`config.mk`:
```
export PLATFORM = sky130hd
export DESIGN_NAME = scr_diff_conv_enc
export DESIGN_NICKNAME = d
export VERILOG_FILES = /design/src/rtl/scr_diff_conv_enc.sv
export SDC_FILE = /design/constraint.sdc
export NUM_CORES = 1
export LEC_CHECK = 0
export BUFFER_PORTS_ARGS = -buffer_cell sky130_fd_sc_hd__buf_2
export CORE_MARGIN = 2
export CORE_UTILIZATION = 43
export DETAILED_ROUTE_END_ITERATION = 8
export GPL_ROUTABILITY_DRIVEN = 0
export MAX_ROUTING_LAYER = met4
export SYNTH_ARGS = -nofsm -noshare
export SYNTH_HDL_FRONTEND = slang
export SYNTH_SLANG_ARGS = --single-unit
```
`constraint.sdc`:
```
create_clock -name clk -period 3.5 [get_ports clk]
set_input_delay 0.35 -clock clk [delete_from_list [all_inputs] [get_ports clk]]
set_output_delay 0.35 -clock clk [all_outputs]
set_load 0.05 [all_outputs]
```
`src/rtl/scr_diff_conv_enc.sv`:
```
module scr_diff_conv_enc #(
  parameter int          K        = 7,
  parameter logic [K-1:0] G1_POLY = 7'o171,
  parameter logic [K-1:0] G2_POLY = 7'o133,
  parameter int          TAP_A    = 3,
  parameter int          TAP_B    = 20,
  parameter int          LOCK_RUN = 32
) (
  input  logic clk,
  input  logic rst_n,
  input  logic bit_en,
  input  logic din,
  input  logic scr_en,
  input  logic iess_sel,
  input  logic diff_en,
  output logic g1_sym,
  output logic g2_sym,
  output logic ser_sym
);
  localparam int MEM   = K - 1;
  localparam int RUN_W = $clog2(LOCK_RUN + 1);

  logic [TAP_B-1:0] scr_q;
  logic [RUN_W-1:0] run_q;
  logic [MEM-1:0]   sr_q;
  logic             prev_in_q, diff_q, half_q;

  wire lock_hit  = (run_q == RUN_W'(LOCK_RUN));
  wire flip      = iess_sel && lock_hit;
  wire scr_bit   = din ^ scr_q[TAP_A-1] ^ scr_q[TAP_B-1] ^ flip;
  wire after_scr = scr_en ? scr_bit : din;
  wire diff_bit  = after_scr ^ diff_q;
  wire enc_bit   = diff_en ? diff_bit : after_scr;
  wire [K-1:0] win = {enc_bit, sr_q};

  always_ff @(posedge clk or negedge rst_n) begin
    if (!rst_n) begin
      scr_q     <= '0;
      run_q     <= '0;
      sr_q      <= '0;
      prev_in_q <= 1'b0;
      diff_q    <= 1'b0;
      half_q    <= 1'b0;
      g1_sym    <= 1'b0;
      g2_sym    <= 1'b0;
    end else if (bit_en) begin
      scr_q     <= {scr_q[TAP_B-2:0], scr_bit};
      prev_in_q <= din;
      if (flip)                 run_q <= '0;
      else if (din != prev_in_q) run_q <= RUN_W'(1);
      else if (!lock_hit)        run_q <= run_q + RUN_W'(1);
      diff_q    <= diff_bit;
      sr_q      <= {enc_bit, sr_q[MEM-1:1]};
      g1_sym    <= ^(win & G1_POLY);
      g2_sym    <= ^(win & G2_POLY);
      half_q    <= 1'b0;
    end else begin
      half_q    <= 1'b1;
    end
  end

  assign ser_sym = half_q ? g2_sym : g1_sym;

  AST_SYM_HOLD: assert property (@(posedge clk) disable iff (!rst_n)
    !bit_en |=> ($stable(g1_sym) && $stable(g2_sym)));
  AST_SER_FIRST: assert property (@(posedge clk) disable iff (!rst_n)
    bit_en |=> (ser_sym == g1_sym));
  AST_SER_SECOND: assert property (@(posedge clk) disable iff (!rst_n)
    !bit_en |=> (ser_sym == g2_sym));
  AST_BYPASS_PASS: assert property (@(posedge clk) disable iff (!rst_n)
    (bit_en && !scr_en && !diff_en) |=> (sr_q[MEM-1] == $past(din)));
  AST_RUN_BOUND: assert property (@(posedge clk) disable iff (!rst_n)
    run_q <= RUN_W'(LOCK_RUN));
  AST_RUN_CLEAR: assert property (@(posedge clk) disable iff (!rst_n)
    (bit_en && iess_sel && lock_hit) |=> (run_q == '0));
endmodule

```
Word level (Yosys, flattened, before mapping)
Cells that the tools add are included.
{ "word_totals": {"register_bits": 37, "in_bits": 7, "out_inout_bits": 3, "elab_cells": 27} }
{ "op_classes": {"add_sub_neg": 1, "eq_ne": 3, "n_mux": 7, "n_bitwise": 4, "n_reduce_logical": 4} }
{ "op_table": {"columns": ["cell", "n"], "rows": [
  ["two-way mux 6 bit", 3],
  ["XOR reduction 7 bit", 2],
  ["adder 6 x 1 -> 6 bit (second input constant)", 1],
  ["equality test 6 bit (second input constant)", 1],
  ["two-way mux 1 bit", 4],
  ["bitwise XOR 1 bit", 4],
  ["inequality test 3 x 1 -> 1 bit (second input constant)", 1],
  ["AND reduction 2 bit", 1],
  ["logical AND 1 bit", 1],
  ["inequality test 1 bit", 1]
]} }

Logic depth before layout (Yosys ltp)
Gate-level depths: netlist of run 1.
{ "depth": {"depth_word": 7, "depth_mapped": 10, "depth_no_buf": 8} }

Worst setup path after synthesis of run 1
Ideal clock, no wire load.
{ "synth_timing": {"path_type": "flip-flop to output port", "from": "reg g1_sym", "to": "out ser_sym", "t_arrival_ns": 1.828, "required_time_ns": 3.150, "setup_slack_ns": 1.322, "stages_incl_launch_ff": 3, "path_cell_list": "dfrtp_1 inv_1 o21ai_0"} }
{ "synth_via": {"elab_chain_cells": 1} }
{ "synth_rtl": {"columns": ["element", "line", "source"], "rows": [
  ["start, declared", "16", "output logic g1_sym,"],
  ["start signal, assigned", "54", "g1_sym <= ^(win & G1_POLY);"],
  ["two-way mux 1 bit", "62", "assign ser_sym = half_q ? g2_sym : g1_sym;"],
  ["end, declared", "18", "output logic ser_sym"]
]} }
Every way passes these cells.

Worst setup path in the final report of run 1
{ "layout_timing": {"from": "reg run_q[0]", "to": "reg g2_sym"} }
{ "layout_via": {"elab_chain_cells": 7} }
{ "layout_rtl": {"columns": ["element", "line", "source"], "rows": [
  ["start, declared", "24", "logic [RUN_W-1:0] run_q;"],
  ["start signal, assigned", "51", "else if (!lock_hit) run_q <= run_q + RUN_W'(1);"],
  ["equality test 6 bit (*)", "28", "wire lock_hit = (run_q == RUN_W'(LOCK_RUN));"],
  ["logical AND 1 bit (*)", "29", "wire flip = iess_sel && lock_hit;"],
  ["bitwise XOR 1 bit (*)", "30", "wire scr_bit = din ^ scr_q[TAP_A-1] ^ scr_q[TAP_B-1] ^ flip;"],
  ["two-way mux 1 bit (*)", "31", "wire after_scr = scr_en ? scr_bit : din;"],
  ["bitwise XOR 1 bit", "32", "wire diff_bit = after_scr ^ diff_q;"],
  ["two-way mux 1 bit (*)", "33", "wire enc_bit = diff_en ? diff_bit : after_scr;"],
  ["XOR reduction 7 bit (*)", "55", "g2_sym <= ^(win & G2_POLY);"],
  ["end signal, assigned", "55", null],
  ["end, declared", "17", "output logic g2_sym,"]
]} }
Every way passes the cells marked *; elsewhere a longest branch is shown, timed or not.
A chain may end at the register's enable or synchronous reset.

==> results of run 1 <==
==> critical path, stage by stage, from the launching register on <==
cell and delay (ps):
dfrtp_1 410, inv_1 70, ha_1 240, a311oi_2 580
or2_1 300, nor3_1 90, nor4_1 290, o21ai_1 100
==> flip-flops by register name (all words and copies together) (netlist names) <==
signal	flops
scr_q	20
g1_sym	1
run_q	6
prev_in_q	1
half_q	1
diff_q	1
g2_sym	1
sr_q	6
==> stage by stage <==
stage          utilization, %  worst slack (ps)  instances
3_5_place_dp            46.37              1338        238
4_1_cts                 48.89              1324        246
6_report                48.89              1303        246
3_3_place_gp            46.37              1466        238
5_1_grt                 48.89              1102        246
2_1_floorplan               -              1322        188
==> kinds of logic after synthesis <==
group	synth area share, %
buffers and inverters	4.280
and+or+nand+nor	17.43
xor gates and xnor gates	7.048
muxes	14.73
AOI/OAI and AO/OA	8.684
DFF	46.57
adders and majority gates	1.258
==> cell usage after synthesis (5+ instances only) <==
master	number	area (sq um)
mux2_2	26	292.8
and3_1	6	37.54
clkbuf_1	7	26.28
nand4_1	10	62.56
nor2_1	14	52.55
nand2_1	15	56.30
nor2b_1	5	31.28
o211ai_1	6	45.04
inv_1	7	26.28
dfrtp_1	37	925.9
xor2_1	6	52.55
xnor2_1	10	87.58
==> power breakdown <==
group          switching, W  leakage, nW  internal [W]  total [W]
sequential         0.000128        0.435      0.000611   0.000738
clock              0.000155       0.0554      0.000214   0.000369
combinational      0.000429        0.388      0.000298   0.000727
total              0.000712        0.878       0.00112    0.00183
==> cell type report <==
cell class / instances / area (sq um) / area share, %
clock buffer: 6 / 72.57 / 3.362
clock inverter: 2 / 38.79 / 1.797
inverter: 7 / 26.28 / 1.217
multi-input combinational: 132 / 977.2 / 45.28
sequential: 37 / 925.9 / 42.90
tap: 52 / 65.06 / 3.014
timing repair buffer: 10 / 52.55 / 2.435
==> worst max-delay path by stage <==
| stage | startpoint | slack (ps) | to |
|---|---|---|---|
| floorplan | g1_sym | 1320 | ser_sym |
| global placement | run_q[0] | 1470 | g1_sym |
| detailed placement | run_q[0] | 1340 | g2_sym |
| CTS | run_q[0] | 1320 | g2_sym |
| global route | run_q[2] | 1100 | g2_sym |
| finish | run_q[0] | 1300 | g2_sym |
==> per-layer routing <==
layer	part of all wire, %	track usage (%)	up-vias	wire [um]
met5	0	-	-	0
met4	1.9	8.595	0	70
met3	3.2	2.917	8	120
met2	49	25.62	31	1831
met1	46	21.17	703	1691
li1	-	-	683	-
==> results.md, run 1 <==
- Status: completed
- Synth Cell Area: 1988 sq um
- Die H: between 70 and 80 um
- Fin crit period: 2197 ps
- Initial Util: 45.04%
- Relative slew slack: between 30% and 40%
- Layout Area Growth over Synthesis: 8.559%
- Row count: 24
- Die area: a little over 5000 sq um
- Yosys warns: 0
- Fin Hold WS: approximately 150 ps
- Pwr Total: roughly 0.0018 W
- Crit path DAT: 2360 ps
- Dpl hpwl: between 2000 and 3000 um
- Drt drc: 0
- Final setup fails: 0
- P per Cell Area: approximately 850 nW/um^2
- Via count: roughly 1400
- Commonest non-fill, non-tap cell in the layout: dfrtp_1
- Vias in the first global route: about 1500
- Diodes inserted: 0
- Tcrit/Tclk final: 62.76%
- Number of routed nets with antenna violations: 0
- Flop-to-flop setup slack: about 1300 ps
- Final net count: roughly 200
- Setup crit end kind: register
- Fin area: between 2000 and 2500 sq um
- # resized after CTS: 0
- Clock Latency Late Sink: roughly 290 ps
- Sequential share of the synthesized area: between 40 and 50%
- Initial antenna violation count: 0
- Max IR drop VDD: between 300 and 400 uV
- Reg2reg end: g2_sym
- Post-synth cell types: 32
- Synthesized net count: roughly 200
- Main flop type after synthesis: dfrtp_1
- Cell at the root of the clock tree: clkbuf_8
- Most frequent cells in the layout: dfrtp_1 (37), mux2_2 (26), nand2_1 (15), nor2_1 (14)
- RSZ-0062 raised after global routing: false
- Die width: approximately 70 um
- IO Count: 10
- Fill count: 416
- Core Footprint: between 4000 and 5000 sq um
- CTS buffer count: 5
- Max-Cap Viols: 0
- Worst r2r path cells: 7
- Setup crit start kind: register
- Vias per inst: ~5.8
- Setup_tns: 0 ps
- Final Skew: 7.804 ps
- Post-synthesis sequential element count: 37
- WS Path Type: reg2reg
- Post-synth EDFFs: 0
- Final Hold Viols: 0
- Cts hold-fix bufs: 0
- Initial DRT Pass Iterations: 4
- Post-Syn Instances: around 190
- Hold WC Path Type: in2async
- Ys async rst share: 100.0%
- Final wirelength: 3714 um
- CTS Buffer Depth: 2
- PortBufs: 9
- Initial DRC count: roughly 190
- CTS tree: built
- Pin slew with the least headroom to its limit: 1039 ps
- Post-CTS Setup Bufs: 0
- Placed cell area: around 2000 sq um
- LEAKAGE: 0.8785 nW
- Reg2Reg Launch Point: run_q[0]
- CP max FO: 10
- Critical path data required time: around 3700 ps
- Largest net degree at the start of global routing: 38
- Mean Syn Cell Area: approximately 11 sq um
- Share of cells above drive strength 1: roughly 23%
- Sink Count: 37
- GRT Util Overall: ~17%
- Clock Pin Slew Worst Setup and Hold Paths: 80 ps
- First-pass GRT wire length: 6582 um
- Max Slew Vio Count: 0
- Total gr overflow: 0
- H-tree depth: 2
- Wire per inst: between 15 and 20 um
- Max Fclk: 0.4552 GHz
Power figures use the tool's default switching activity.
==> inputs of run 2 (changes only) <==
==> constraint.sdc (replaced) <==
create_clock -name clk -period 2.2 [get_ports clk]
set_input_delay 0.22 -clock clk [delete_from_list [all_inputs] [get_ports clk]]
set_output_delay 0.22 -clock clk [all_outputs]
set_load 0.05 [all_outputs]
==> results.md, run 2 (synthesis results as in run 1) <==
- Status: completed
- Worst r2r path cells: 7
- Switching Fraction: a little under two fifths
- Initial antenna violation count: 0
- Clock Power Share: around a fifth
- Die width: between 70 and 80 um
- CTS tree: built
- Tcrit/Tclk final: between 90 and 100%
- Setup_tns: 0 ps
- Commonest non-fill, non-tap cell in the layout: dfrtp_1
- CTS Buffer Depth: 2
- Multi-input logic area: 1002 sq um
- Pwr Total: approximately 0.0030 W
- CP max FO: 10
- Fill count: a little over 400
- Number of routed nets with antenna violations: 0
- GRT Util Overall: 16.21%
- Critical path data required time: 2370 ps
- Sequential power share: between 30% and 40%
- Drt drc: 0
- GR peak layer: met2
- Initial DRT Pass Iterations: 4
- PortBufs: 9
- IO Count: 10
- Total gr overflow: 0
- Most frequent cells in the layout: dfrtp_1 (37), mux2_2 (26), nand2_1 (15), nor2_1 (14), nand4_1 (10)
- Met2 Usage GRT: 25.31%
- Buf/Inv on CP: 1
- Die H: between 70 and 80 um
- Clock Pin Slew Worst Setup and Hold Paths: around 70 ps
- Reg area: 925.9 sq um
- Cells after DPL: 241
- Final setup fails: 0
- Reg2Reg Launch Point: run_q[0]
- Initial Util: 45.04%
- Top flop regs: scr_q: 20 flops, run_q: 6 flops, sr_q: 6 flops
- Slowest-stage cell, CP: a311oi_4
- Critical Path Max Stage Delay: between 400 and 500 ps
- Setup crit end kind: register
- # resized after CTS: 0
- Final Skew: between 3 and 4 ps
- Max IR drop VDD: between 600 and 700 uV
- First-pass GRT wire length: roughly 6400 um
- Core Footprint: around 4400 sq um
- Final Hold Viols: 0
- Fin Hold WS: between 10 and 15 ps
- Cts hold-fix bufs: 0
- Sink Count: 37
- Reg2reg end: g2_sym
- GR Layer Usage met3: 4.306%
- Initial DRC count: approximately 80
- Setup crit start: run_q[0]
- Crit path DAT: roughly 2200 ps
- Final net count: ~210
- Dpl hpwl: ~2500 um
- Post-CTS Setup Bufs: 0
- Clock Latency Late Sink: between 200 and 300 ps
- P per Cell Area: roughly 1400 nW/um^2
- Logic pwr share: about 41%
- Layout Area Growth over Synthesis: 10.95%
- Worst Setup EP: g2_sym
- WS Path Type: reg2reg
- Met1 Use GR: 19.77%
- Relative slew slack: 46.64%
- Max Fclk: 0.5036 GHz
- NetSw: approximately 0.0012 W
- Crit-path cells: inv_1 > ha_1 > a311oi_4 > or2_4 > nor3_1 > nor4_1 > o21ai_1
- Fin area: 2206 sq um
- Share of cells above drive strength 1: roughly 26%
- Cell at the root of the clock tree: clkbuf_8
- CP top delay family: simple AND/OR/NAND/NOR gates
- Setup crit start kind: register
- Levels on crit path: 7
- Largest net degree at the start of global routing: 38
- Diodes inserted: 0
- Flip-flop count of the largest register after layout: 20
- Flop-to-flop setup slack: 210 ps
- Internal power: 0.001856 W
- Via count: approximately 1400
- Final wirelength: ~3600 um
- Placed cell area: about 2100 sq um
- Max Slew Vio Count: 0
- Vias per inst: between 5 and 6
- RSZ-0062 raised after global routing: false
- LEAKAGE: 0.8975 nW
- Max-Cap Viols: 0
- Layout Cells excl Fill: about 250
- Pin slew with the least headroom to its limit: ~800 ps
- Die area: 5183 sq um
- Wire per inst: approximately 14 um
- Vias in the first global route: approximately 1500
- Hold WC Path Type: in2async
- CTS buffer count: 5
- H-tree depth: 2
- Largest register by flop count: scr_q
- Fin crit period: 1986 ps
- Row count: 24
## run 2: changes by cell type in the layout (fill, tap and decap cells not counted), sizes merged
cell and change:
buf +3
## run 2: stage by stage
| step | setup slack [ps] | util, % |
|---|---|---|
| 6_report | 214.3 | 49.97 |
| 5_1_grt | 10.33 | 49.97 |
| 4_1_cts | 2.184 | 49.40 |
| 3_5_place_dp | 44.22 | 46.88 |
| 3_3_place_gp | 164.8 | 46.88 |
| 2_1_floorplan | 151.6 | - |
## run 2: worst min-delay path by stage
stage	startpoint	to	slack [ps]	cells past startpoint
final	rst_n	sr_q[1]	10	1
after global routing	rst_n	scr_q[10]	80	1
after CTS	rst_n	sr_q[1]	50	1
after detailed placement	rst_n	diff_q	370	1
after global placement	rst_n	sr_q[1]	350	1
after floorplan	rst_n	diff_q	-80	0
## run 2: worst register-to-register path: cells and delay by family, from the launching register on
kind                     cells  cell delay [ps]
AND/OR/NAND/NOR              3              590
AO/OA/AOI/OAI                2              550
buffers and inverters        1               60
adder cells (fa/ha/maj)      1              260
flip-flops                   1              410
## run 2: routing by layer
layer / share of wire [%] / up-vias
li1: - / 689
met1: 46 / 686
met2: 47 / 29
met3: 4.4 / 8
met4: 2.1 / 0
met5: 0 / -
## run 2: final cells by class
cell class	instances	area share, %
clock buffer	6	3.290
clock inverter	2	1.758
inverter	7	1.191
multi-input combinational	132	45.43
sequential	37	41.97
tap	52	2.950
timing repair buffer	13	3.403
## run 2: power groups by stage
stage	clock (W)	sequential [W]	combinational (W)
global placement	0	0.00117	0.00115
floorplan	0	0.00119	0.000932
detailed placement	0	0.00119	0.00119
CTS	0.000604	0.00118	0.00120
global route	0.000636	0.00122	0.00138
finish	0.000590	0.00118	0.00124
==> inputs of run 3 (changes only) <==
--- a/config.mk
+++ b/config.mk
@@ -5,12 +5,14 @@
 export SDC_FILE = /design/constraint.sdc
 export NUM_CORES = 1
 export LEC_CHECK = 0
+export ABC_AREA = 1
 export BUFFER_PORTS_ARGS = -buffer_cell sky130_fd_sc_hd__buf_2
 export CORE_MARGIN = 2
 export CORE_UTILIZATION = 43
 export DETAILED_ROUTE_END_ITERATION = 8
 export GPL_ROUTABILITY_DRIVEN = 0
 export MAX_ROUTING_LAYER = met4
+export PLACE_DENSITY = 0.68
 export SYNTH_ARGS = -nofsm -noshare
 export SYNTH_HDL_FRONTEND = slang
 export SYNTH_SLANG_ARGS = --single-unit
==> results.md, run 3 <==
- Wire per inst: roughly 11 um
- Number of routed nets with antenna violations: 0
- Placed cell area: roughly 1800 sq um
- Top flop regs: scr_q: 20 flops, run_q: 6 flops, sr_q: 6 flops
- Post-synth cell types: 22
- CP max FO: 4
- Initial antenna violation count: 0
- Synthesized net count: 215
- Post-Syn Instances: approximately 210
- CTS Buffer Depth: 2
- Post-synth top area share: 53.24%
- Drt drc: 0
- Sink Count: 37
- First-pass GRT wire length: 5299 um
- Clock Power Share: approximately 26%
- H-tree depth: 2
- Status: completed
- Crit path DAT: about 1900 ps
- Fill count: ~380
- Clock Pin Slew Worst Setup and Hold Paths: 80 ps
- Flip-flop count of the largest register after layout: 20
- Largest family of logic cells by synthesized area: simple AND/OR/NAND/NOR gates
- Setup_tns: 0 ps
- Die width: roughly 68 um
- Fin crit period: between 1500 and 2000 ps
- Critical path data required time: 2380 ps
- Top-count cell post-synth: nand2_1
- Post-Synth Simple-Gate Area: 22.59%
- Mux cell area share after synthesis: less than 1%
- GRT Util Overall: between 15 and 20%
- Final net count: ~230
- Sequential share of the synthesized area: a little over half
- Die area: between 4000 and 5000 sq um
- Fin Hold WS: 17.42 ps
- Area contributors post-synth: dfrtp_1 (53%), nand2_1 (12%), o21ai_0 (8.1%)
- Internal power: between 0.001 and 0.0015 W
- Max Slew Vio Count: 0
- Max-Cap Viols: 0
- Max Fclk: 0.5695 GHz
- Xor/xnor share of the synthesized area: under 10%
- Sequential power share: between 40% and 50%
- PortBufs: 9
- Via count: 1300
- Logic pwr share: roughly a quarter
- Total gr overflow: 0
- Row count: 23
- Top cells by count, synth: nand2_1 (54), dfrtp_1 (37), o21ai_0 (28)
- Largest net degree at the start of global routing: 38
- Relative slew slack: between 40% and 50%
- Post-synthesis sequential element count: 37
- Synth Area in Adders: 1.439%
- Commonest non-fill, non-tap cell in the layout: nand2_1
- Final wirelength: around 3000 um
- Met2 Usage GRT: 23.77%
- GR peak layer: met2
- PnR worst setup slack: 443.9 ps
- Tcrit/Tclk final: 79.82%
- Core Footprint: just under 4000 sq um
- CTS buffer count: 5
- Final setup fails: 0
- RSZ-0062 raised after global routing: false
- LEAKAGE: around 0.94 nW
- Synth Cell Area: 1739 sq um
- Pre-CTS WS: 466.4 ps
- Mean Syn Cell Area: 8.443 sq um
- Final Hold Viols: 0
- Max IR drop VDD: 455.0 uV
- Most frequent cells in the layout: nand2_1 (54), dfrtp_1 (37), o21ai_0 (28), inv_1 (27), nand3_1 (22)
- Die H: roughly 68 um
- CTS tree: built
- IO Count: 10
- GR Layer Usage met3: about 4.0%
- Synth Area in Compound Gates: under 10%
- NetSw: 0.0006396 W
- Setup crit start kind: register
- Initial DRC count: 48
- Fin area: 1907 sq um
- Cts hold-fix bufs: 0
- Main flop type after synthesis: dfrtp_1
- Cell at the root of the clock tree: clkbuf_8
- Final core occ: 48.37%
- WS Path Type: reg2reg
- Cell taking the most area after synthesis: dfrtp_1
- Diodes inserted: 0
- Clock Latency Late Sink: a little under 300 ps
- Pin slew with the least headroom to its limit: 813.7 ps
- Layout Area Growth over Synthesis: 9.640%
- P per Cell Area: 957.0 nW/um^2
- Dpl hpwl: about 2000 um
- Largest register by flop count: scr_q
- Flop-to-flop setup slack: approximately 440 ps
- Final Skew: 4.984 ps
- Met1 Use GR: between 20% and 30%
- Hold WC Path Type: in2async
- Initial DRT Pass Iterations: 4
- Post-synth EDFFs: 0
- Ys async rst share: between 90% and 100%
- Setup crit end kind: register
- Post-CTS Setup Bufs: 0
- Vias per inst: 4.851
- Share of cells above drive strength 1: a little over an eighth
- Yosys warns: 0
- Vias in the first global route: 1216
- # resized after CTS: 0
- Switching Fraction: between 30% and 40%
- Initial Util: around 44%
[run 3: power groups by stage]
stage | Sequential, W | Combinational (W) | Clock, W
6_report | 0.000875 | 0.000482 | 0.000468
5_1_grt | 0.000892 | 0.000556 | 0.000506
4_1_cts | 0.000876 | 0.000489 | 0.000482
3_5_place_dp | 0.000889 | 0.000487 | 0
3_3_place_gp | 0.000885 | 0.000479 | 0
2_1_floorplan | 0.000938 | 0.000324 | 0
[run 3: worst paths after layout]
check                           startpoint         to  depth (start not counted)
worst max-delay path              run_q[0]     g1_sym                         13
worst min-delay path                 rst_n   run_q[0]                          1
worst min register to register     sr_q[2]    sr_q[2]                          2
worst max register to register    run_q[0]     g1_sym                         13
max in group asynchronous            rst_n   scr_q[7]                          1
min in group clk                       din  prev_in_q                          3
[run 3: logic make-up (layout without fill, tap and decap cells)]
| family | Yosys count | count (layout) |
|---|---|---|
| XOR/XNOR | 7 | 7 |
| buffers and inverters | 37 | 49 |
| AND/OR/NAND/NOR | 91 | 91 |
| adder cells (fa/ha/maj) | 2 | 2 |
| multiplexers | 1 | 1 |
| AO/OA/AOI/OAI | 31 | 31 |
| flip-flops | 37 | 37 |
[run 3: stage by stage]
step | total power (W) | std cells
after detailed placement | 0.001375 | 260
after floorplan | 0.001262 | 206
after global routing | 0.001955 | 268
final | 0.001825 | 268
after CTS | 0.001848 | 268
after global placement | 0.001364 | 260
[run 3: area by class of cell]
class	count	area, sq um	area share (%)
Timing Repair Buffer	11	60.06	3.150
Inverter	30	112.6	5.906
Tap cell	50	62.56	3.281
Sequential cell	37	925.9	48.56
Clock buffer	5	68.82	3.609
Clock inverter	3	17.52	0.9186
Multi-Input combinational cell	132	659.4	34.58
[run 3: metal layers]
| metal | vias to the layer above | part of all wire [%] |
|---|---|---|
| li1 | 665 | - |
| met1 | 618 | 50 |
| met2 | 11 | 46 |
| met3 | 6 | 2.5 |
| met4 | 0 | 2.0 |
| met5 | - | 0 |
[run 3: worst max-delay path, cell delays in order (launching register included)]
cell     delay [ps]
dfrtp_1         390
inv_1           110
ha_1            160
nand2_1          50
inv_1            60
nand3_1         100
nor2_1          150
nand2_1          90
nand3_1         110
nand3_1          90
nand3_1         120
nand3_1          80
nand3_1          90
nand2_1          50
